File: src/rtl/csr_rmw_pkg.sv
package csr_rmw_pkg;

    typedef enum logic [1:0] {
        OP_NONE  = 2'b00,
        OP_SWAP  = 2'b01,
        OP_SET   = 2'b10,
        OP_CLEAR = 2'b11
    } csr_op_e;

    localparam logic [1:0] PRIV_USER  = 2'd0;
    localparam logic [1:0] PRIV_SUPER = 2'd1;
    localparam logic [1:0] PRIV_MACH  = 2'd3;

    localparam logic [1:0] RO_MARK = 2'b11;

endpackage

File: src/rtl/csr_rmw_access.sv
module csr_rmw_access
    import csr_rmw_pkg::*;
#(
    parameter int          CNT_N         = 32,
    parameter logic [11:0] CNT_BASE      = 12'hC00,
    parameter int          CNT_ZERO_FROM = 3
) (
    input  logic [1:0]       op,
    input  logic [11:0]      addr,
    input  logic             src_nz,
    input  logic [1:0]       priv,
    input  logic [CNT_N-1:0] en_user,
    input  logic [CNT_N-1:0] en_super,
    output logic             acc_illegal,
    output logic             acc_wr_intent,
    output logic             acc_local_zero
);
    localparam int               IDX_W = $clog2(CNT_N);
    localparam logic [IDX_W-1:0] ZERO_IDX = IDX_W'(CNT_ZERO_FROM);

    logic             bad_op;
    logic             priv_low;
    logic             ro_write;
    logic             in_cnt;
    logic             cnt_ok;
    logic [IDX_W-1:0] idx;
    logic [CNT_N-1:0] en_vec;

    // R9 reserved op code, R3/R5 write intent
    assign bad_op        = (op == OP_NONE);
    assign acc_wr_intent = (op == OP_SWAP) || (!bad_op && src_nz);

    // R1 privilege field, R2 read-only field
    assign priv_low = (priv < addr[9:8]);
    assign ro_write = (addr[11:10] == RO_MARK) && acc_wr_intent;

    // R7 counter window and enable selection
    assign idx    = addr[IDX_W-1:0];
    assign in_cnt = (addr[11:IDX_W] == CNT_BASE[11:IDX_W]);

    always_comb begin
        case (priv)
            PRIV_USER:  en_vec = en_user;
            PRIV_SUPER: en_vec = en_super;
            default:    en_vec = '1;
        endcase
    end

    assign cnt_ok         = en_vec[idx];
    assign acc_illegal    = bad_op || priv_low || ro_write || (in_cnt && !cnt_ok);
    assign acc_local_zero = in_cnt && cnt_ok && (idx >= ZERO_IDX);

endmodule

File: src/rtl/csr_rmw_merge.sv
module csr_rmw_merge
    import csr_rmw_pkg::*;
#(
    parameter int XLEN = 32
) (
    input  csr_op_e         op,
    input  logic [XLEN-1:0] old_val,
    input  logic [XLEN-1:0] src,
    output logic [XLEN-1:0] wdata
);
    // R3/R4 per-bit merge of old value and source
    for (genvar b = 0; b < XLEN; b++) begin : g_bit
        assign wdata[b] = (op == OP_SWAP)  ? src[b] :
                          (op == OP_SET)   ? (old_val[b] | src[b]) :
                          (op == OP_CLEAR) ? (old_val[b] & ~src[b]) :
                                             old_val[b];
    end

endmodule

File: src/rtl/csr_rmw_unit.sv
module csr_rmw_unit
    import csr_rmw_pkg::*;
#(
    parameter int          XLEN          = 32,
    parameter int          CNT_N         = 32,
    parameter logic [11:0] CNT_BASE      = 12'hC00,
    parameter int          CNT_ZERO_FROM = 3
) (
    input  logic             clk,
    input  logic             rst_n,
    input  logic             req_valid,
    input  logic [1:0]       req_op,
    input  logic [11:0]      req_addr,
    input  logic [XLEN-1:0]  req_src,
    input  logic             req_src_nz,
    input  logic [1:0]       req_priv,
    input  logic [CNT_N-1:0] cnt_en_user,
    input  logic [CNT_N-1:0] cnt_en_super,
    output logic             rf_rd_en,
    output logic [11:0]      rf_addr,
    input  logic [XLEN-1:0]  rf_rd_data,
    input  logic             rf_rd_unknown,
    output logic             rf_wr_en,
    output logic [XLEN-1:0]  rf_wr_data,
    output logic             done,
    output logic             illegal,
    output logic [XLEN-1:0]  result
);
    typedef struct packed {
        logic            busy;
        logic            illegal;
        logic            wr_need;
        csr_op_e         op;
        logic [11:0]     addr;
        logic [XLEN-1:0] src;
        logic [XLEN-1:0] old;
    } rmw_state_t;

    rmw_state_t st_d, st_q;

    logic accept;
    logic acc_illegal;
    logic acc_wr_intent;
    logic acc_local_zero;
    logic bad_now;

    csr_rmw_access #(
        .CNT_N        (CNT_N),
        .CNT_BASE     (CNT_BASE),
        .CNT_ZERO_FROM(CNT_ZERO_FROM)
    ) u_access (
        .op            (req_op),
        .addr          (req_addr),
        .src_nz        (req_src_nz),
        .priv          (req_priv),
        .en_user       (cnt_en_user),
        .en_super      (cnt_en_super),
        .acc_illegal   (acc_illegal),
        .acc_wr_intent (acc_wr_intent),
        .acc_local_zero(acc_local_zero)
    );

    csr_rmw_merge #(
        .XLEN(XLEN)
    ) u_merge (
        .op     (st_q.op),
        .old_val(st_q.old),
        .src    (st_q.src),
        .wdata  (rf_wr_data)
    );

    // R6 one request in flight; the done cycle ignores req_valid
    assign accept   = req_valid && !st_q.busy;
    // R8 no read for a request the access check rejects; R7 local zero
    assign rf_rd_en = accept && !acc_illegal && !acc_local_zero;
    assign bad_now  = acc_illegal || (rf_rd_en && rf_rd_unknown);

    always_comb begin
        st_d         = st_q;
        st_d.busy    = 1'b0;
        st_d.illegal = 1'b0;
        st_d.wr_need = 1'b0;
        if (accept) begin
            st_d.busy    = 1'b1;
            st_d.illegal = bad_now;
            st_d.wr_need = acc_wr_intent && !bad_now;
            st_d.old     = (bad_now || acc_local_zero) ? '0 : rf_rd_data;
            st_d.op      = csr_op_e'(req_op);
            st_d.addr    = req_addr;
            st_d.src     = req_src;
        end
    end

    always_ff @(posedge clk or negedge rst_n) begin
        if (!rst_n) begin
            st_q <= '0;
        end else begin
            st_q <= st_d;
        end
    end

    assign rf_addr  = st_q.busy ? st_q.addr : req_addr;
    assign rf_wr_en = st_q.busy && st_q.wr_need;
    assign done     = st_q.busy;
    assign illegal  = st_q.busy && st_q.illegal;
    assign result   = st_q.busy ? st_q.old : '0;

endmodule

File: config.mk
export PLATFORM = sky130hd
export DESIGN_NAME = csr_rmw_unit
export DESIGN_NICKNAME = d
export VERILOG_FILES = /design/src/rtl/csr_rmw_pkg.sv /design/src/rtl/csr_rmw_access.sv /design/src/rtl/csr_rmw_merge.sv /design/src/rtl/csr_rmw_unit.sv
export SDC_FILE = /design/constraint.sdc
export NUM_CORES = 1
export LEC_CHECK = 0
export CORE_ASPECT_RATIO = 1.4
export CORE_MARGIN = 1.5
export CORE_UTILIZATION = 23
export DETAILED_ROUTE_END_ITERATION = 8
export DONT_BUFFER_PORTS = 1
export GPL_ROUTABILITY_DRIVEN = 0
export GPL_TIMING_DRIVEN = 0
export PLACE_DENSITY = 0.48
export SYNTH_ARGS = -nofsm -noshare
export SYNTH_HDL_FRONTEND = slang
export SYNTH_SLANG_ARGS = --single-unit
export TNS_END_PERCENT = 30
File: constraint.sdc
create_clock -name clk -period 4.5 [get_ports clk]
set_input_delay 0.9 -clock clk [delete_from_list [all_inputs] [get_ports clk]]
set_output_delay 0.9 -clock clk [all_outputs]
set_load 0.1 [all_outputs]
Word-level counts from Yosys, hierarchy flattened
Cells that the tools add are included.
Widths: inputs -> output; s select.
{"block": "op_classes", "n_eq_ne": 7, "n_mux": 103, "reduce_logical": 26, "bitwise": 96, "magnitude_cmp": 3}
{"operator": "$mux 1", "n": 97}
{"operator": "$mux 81", "n": 1}
{"operator": "$mux 32", "n": 2}
{"operator": "$pmux 32 s2", "n": 1}
{"operator": "$and 1x1->1", "n": 32}
{"operator": "$not 1->1", "n": 32}
{"operator": "$or 1x1->1", "n": 32}
{"operator": "$logic_and 1x1->1", "n": 12}
{"operator": "$mux 12", "n": 1}
{"operator": "$eq 7x7->1 const B", "n": 1}
{"operator": "$eq 2x1->1 const B", "n": 3}
{"operator": "$eq 2x2->1 const B", "n": 3}
{"operator": "$logic_not 1->1", "n": 6}
{"operator": "$logic_or 1x1->1", "n": 6}
{"operator": "$lt 5x6->1 const B", "n": 1}
{"operator": "$bmux 1 s5", "n": 1}
{"operator": "$ge 5x2->1 const B", "n": 1}
{"operator": "$logic_not 2->1", "n": 2}
{"operator": "$lt 2x2->1", "n": 1}
{"block": "word_totals", "in_bits": 149, "word_cells": 242, "register_bits": 81, "out_inout_bits": 80}

Logic depth before layout (Yosys ltp)
{"block": "logic_depth", "ltp_word": 15, "mapped_depth": 9, "mapped_depth_nobuf": 7}

By module
A second synthesis with hierarchy kept.
{"block": "hier_totals", "cells_unflattened": 458, "area_unflattened_um2": 5113.7}
{"mod": "csr_rmw_unit", "cells_each": 233, "n_inst": 1, "seq_area_each_um2": 2026.9, "area_each_um2": 3417.0}
{"mod": "csr_rmw_merge", "cells_each": 142, "n_inst": 1, "seq_area_each_um2": 0.0, "area_each_um2": 928.4}
{"mod": "csr_rmw_access", "cells_each": 83, "n_inst": 1, "seq_area_each_um2": 0.0, "area_each_um2": 768.2}

Worst setup path after synthesis
No wires, ideal clock.
{"block": "synth_path", "path_type": "input port to output port", "startpoint": "in req_addr[1]", "endpoint": "out rf_rd_en", "required_time_ns": 3.600, "arrival_time_ns": 3.789, "cell_stages": 7, "setup_slack_ns": -0.189, "n_path_buf": 2, "path_cell_list": "buf_8 and3b_1 buf_6 a22oi_2 a211o_2 a31oi_4 nor3_1"}
{"block": "synth_between", "elab_chain_len": 8, "word_cells_on_any_way": 12, "classes_between": "order compare: 1; mux: 2; reduce/logical: 9"}
{"element": "start: declaration", "line": "csr_rmw_unit.sv:13", "source": "input logic [11:0] req_addr,"}
{"element": "$bmux 1 s5", "line": "csr_rmw_access.sv:49", "source": "assign cnt_ok = en_vec[idx];"}
{"element": "$mux 1 (not written as such)", "line": "csr_rmw_access.sv:49"}
{"element": "$logic_not 1->1", "line": "csr_rmw_access.sv:50", "source": "assign acc_illegal = bad_op || priv_low || ro_write || (in_cnt && !cnt_ok);"}
{"element": "$logic_and 1x1->1", "line": "csr_rmw_access.sv:50"}
{"element": "$logic_or 1x1->1", "line": "csr_rmw_access.sv:50"}
{"element": "$logic_not 1->1", "line": "csr_rmw_unit.sv:75", "source": "assign rf_rd_en = accept && !acc_illegal && !acc_local_zero;"}
{"element": "$logic_and 1x1->1", "line": "csr_rmw_unit.sv:75"}
{"element": "$logic_and 1x1->1 (*)", "line": "csr_rmw_unit.sv:75"}
{"element": "end: declaration", "line": "csr_rmw_unit.sv:19", "source": "output logic rf_rd_en,"}
Mark *: on every way between the ends. The rest lies on a longest branch, timed or not. The select of a mux whose other input is x is not followed.

Worst setup path in the final report
{"block": "layout_path", "startpoint": "reg st_q, in the netlist done", "endpoint": "out result[16]"}
{"block": "layout_between", "elab_chain_len": 1}
{"element": "start: declaration", "line": "csr_rmw_unit.sv:39", "source": "rmw_state_t st_d, st_q;"}
{"element": "start signal: assignment", "line": "csr_rmw_unit.sv:98", "source": "st_q <= st_d;"}
{"element": "$mux 32", "line": "csr_rmw_unit.sv:106", "source": "assign result = st_q.busy ? st_q.old : '0;"}
{"element": "end: declaration", "line": "csr_rmw_unit.sv:27", "source": "output logic [XLEN-1:0] result"}
Every way passes these cells.

==> results.cfg <==
[global_route]
grt_max_degree = 82
overflow = 0
antenna_found_initial = 0
grt_pass1_wl_um = 23800
grt_pass1_vias = 3925
grtUsageTotal_pct = 15.5

[drt]
wirelength_um = 16600
wl_per_cell_um = 22.0
vias = 3801
drtPass1Iterations = 4
vias_per_cell = 5.06
drtIter0Drc = 174
drcViolationCount = 0
ant_nets = 0

[floorplanning]
start_util_pct = 23.5
design.core.area_um2 = 19900
ioPinCount = 229
dieHeight_um = 172
die_width_um = 123
dieArea_um2 = 21200
rows = 61

[job]
max_cap_viol_count = 0

[power_and_ir_drop]
p_int_mw = 1.42
p_leak_nw = 2.42
p_sw_share_pct = 45.4
p_clk_share_pct = 29.0
power_mw = 2.61
vdd_drop_max_mv = 0.174
power_density_nw_per_um2 = 491
power_switching_mw = 1.18
seq_power_share_pct = 33.3
p_comb_share_pct = 37.7

[synthesis]
syn-num-nets = 634
syn_area_um2 = 4670
syn_inst = 484
ys_ff_latch = 81
syn_area_per_cell_um2 = 9.65
ys_seq_area_share_pct = 43.4
ys_types = 48
ys_warn_count = 0
synth-async-reset-ratio_pct = 100
ys.flop_type = dfrtp_1
synth_edf_count = 0

[place]
dp.cells = 736
portBuffers = 0
post-place-ws_ns = 0.561
dp.final_hpwl_um = 12900

[worst_setup_path]
r2r-end = st_q[31]
r2r_cells = 4
path_cells = buf_1 -> clkbuf_1 -> and2_1
crit_family = buffers and inverters
cp-end-kind = output pin
r2r_setup_slack_ns = 1.74
critPathKind = reg2out
worst-path-max-fanout = 10
reg2reg_from = done
cp.buffers_inverters = 2
slowest_stage = dfrtp_1
slowest_delay_ns = 1.03
arrival_ns = 3.32
worst_setup_path_start_kind = flop
required_ns = 3.60

[cells_and_area]
diodes = 0
final_cells = 751
fin_nets = 645
final_util_pct = 26.6
drive_gt1_share_pct = 11.8
area_growth_pct = 13.5

[cts]
htreeDepth = 3
cts_setup_buffers = 0
tritoncts.num_buffers = 9
cts_tree = done
clk_latency_ns = 0.34
cts_root_buf = clkbuf_16
hold_buffers = 0
cts_buffer_depth = 2
post_cts_resized = 0
clkSlewWorstSetupHoldPaths_ns = 0.06
cts.sinks = 81

[timing]
slew_headroom_pct = 25.8
fin_hold_ws_ns = 0.253
rsz0062_at_grt = false
fmax_mhz = 237
final_hold_viol_count = 0
skew_ns = 0.00684
worstMarginPinSlew_ns = 1.11
timing.final.ws_setup_ns = 0.275
report.final.slew_viol_count = 0
timing.final.crit_share_pct = 93.9
fin_crit_ns = 4.22
finalSetupViolCount = 0

[run_status]
status = complete, no violations

[hold_path]
hold_path_class = in2async
cells in the mapped netlist (2+ instances only):
library cell	count	area share (%)
o21ai_0	38	4.1
dfrtp_1	81	43
buf_1	4	0.32
mux2_2	10	2.4
buf_4	3	0.48
and2_1	34	4.6
nand2_1	137	11
a22oi_1	6	0.96
buf_6	5	1.2
a22o_2	3	0.64
a22oi_2	2	0.54
buf_8	2	0.64
nor3_1	4	0.43
a22o_1	64	12
o311ai_0	2	0.38
a21oi_1	2	0.21
clkbuf_8	3	0.88
mux4_2	4	1.9
inv_1	5	0.40
mux2i_1	28	6.0
clkbuf_1	20	1.6
metrics by stage:
step	cell area, µm²	setup TNS [ns]
2_1_floorplan	4680	0
3_3_place_gp	4990	-0.0123
3_5_place_dp	5010	0
4_1_cts	5300	0
5_1_grt	5300	0
6_report	5300	0
worst max path at each step:
stage	start	to	slack [ns]	depth (start not counted)
2_1_floorplan	done	rf_addr[4]	0.42	2
3_3_place_gp	done	rf_addr[9]	-0.01	2
3_5_place_dp	done	result[5]	0.56	3
4_1_cts	done	result[5]	0.18	3
5_1_grt	done	result[6]	0.06	3
6_report	done	result[16]	0.28	3
placed cells by master, fill, tap and decap left out, types with 2 or more instances in the layout:
master,n
a22o_2,3
nand2_1,137
inv_1,5
dfrtp_1,81
buf_1,4
a22o_1,64
o21ai_2,2
buf_8,2
clkbuf_1,21
buf_6,5
a22oi_2,2
clkbuf_8,5
mux4_2,4
clkinv_2,2
o311ai_0,2
a22oi_1,6
mux2_2,10
and2_1,34
clkbuf_16,9
o21ai_0,36
mux2i_1,28
buf_4,3
nor3_1,3
a21oi_1,2
cell families (layout without fill, tap and decap cells):
group / Yosys count / after routing / synth area share (%)
XOR/XNOR: 1 / 1 / 0.188
buffers and inverters: 44 / 59 / 5.86
AO/OA/AOI/OAI: 126 / 126 / 21.1
flip-flops: 81 / 81 / 43.4
multiplexers: 42 / 42 / 10.3
adder cells (fa/ha/maj): 1 / 1 / 0.268
AND/OR/NAND/NOR: 189 / 189 / 18.9
cell type report:
cell class / count / area (µm²)
Multi-Input combinational cell: 359 / 2390
Inverter: 5 / 18.8
Clock buffer: 12 / 256
Tap cell: 252 / 315
Fill cell: 2144 / 14600
Clock inverter: 3 / 40.0
Sequential cell: 81 / 2030
Buffer: 39 / 255
power groups by stage:
stage	logic [mW]	clock network [mW]	registers, mW
floorplan	0.887	0	0.859
global placement	0.982	0	0.875
detailed placement	0.993	0	0.879
CTS	0.994	0.786	0.866
global route	1.03	0.817	0.876
finish	0.983	0.756	0.867
metal layers:
metal,part of all wire [%],global-route usage (%)
met1,37,16.3
met3,8.0,5.11
met5,0,0
met4,1.9,5.00
met2,53,28.6
sequential cells by signal (all words and copies together), names as in the netlist:
register	cells
done	1
st_q	80
No activity file was read; power rests on OpenSTA's default activity.
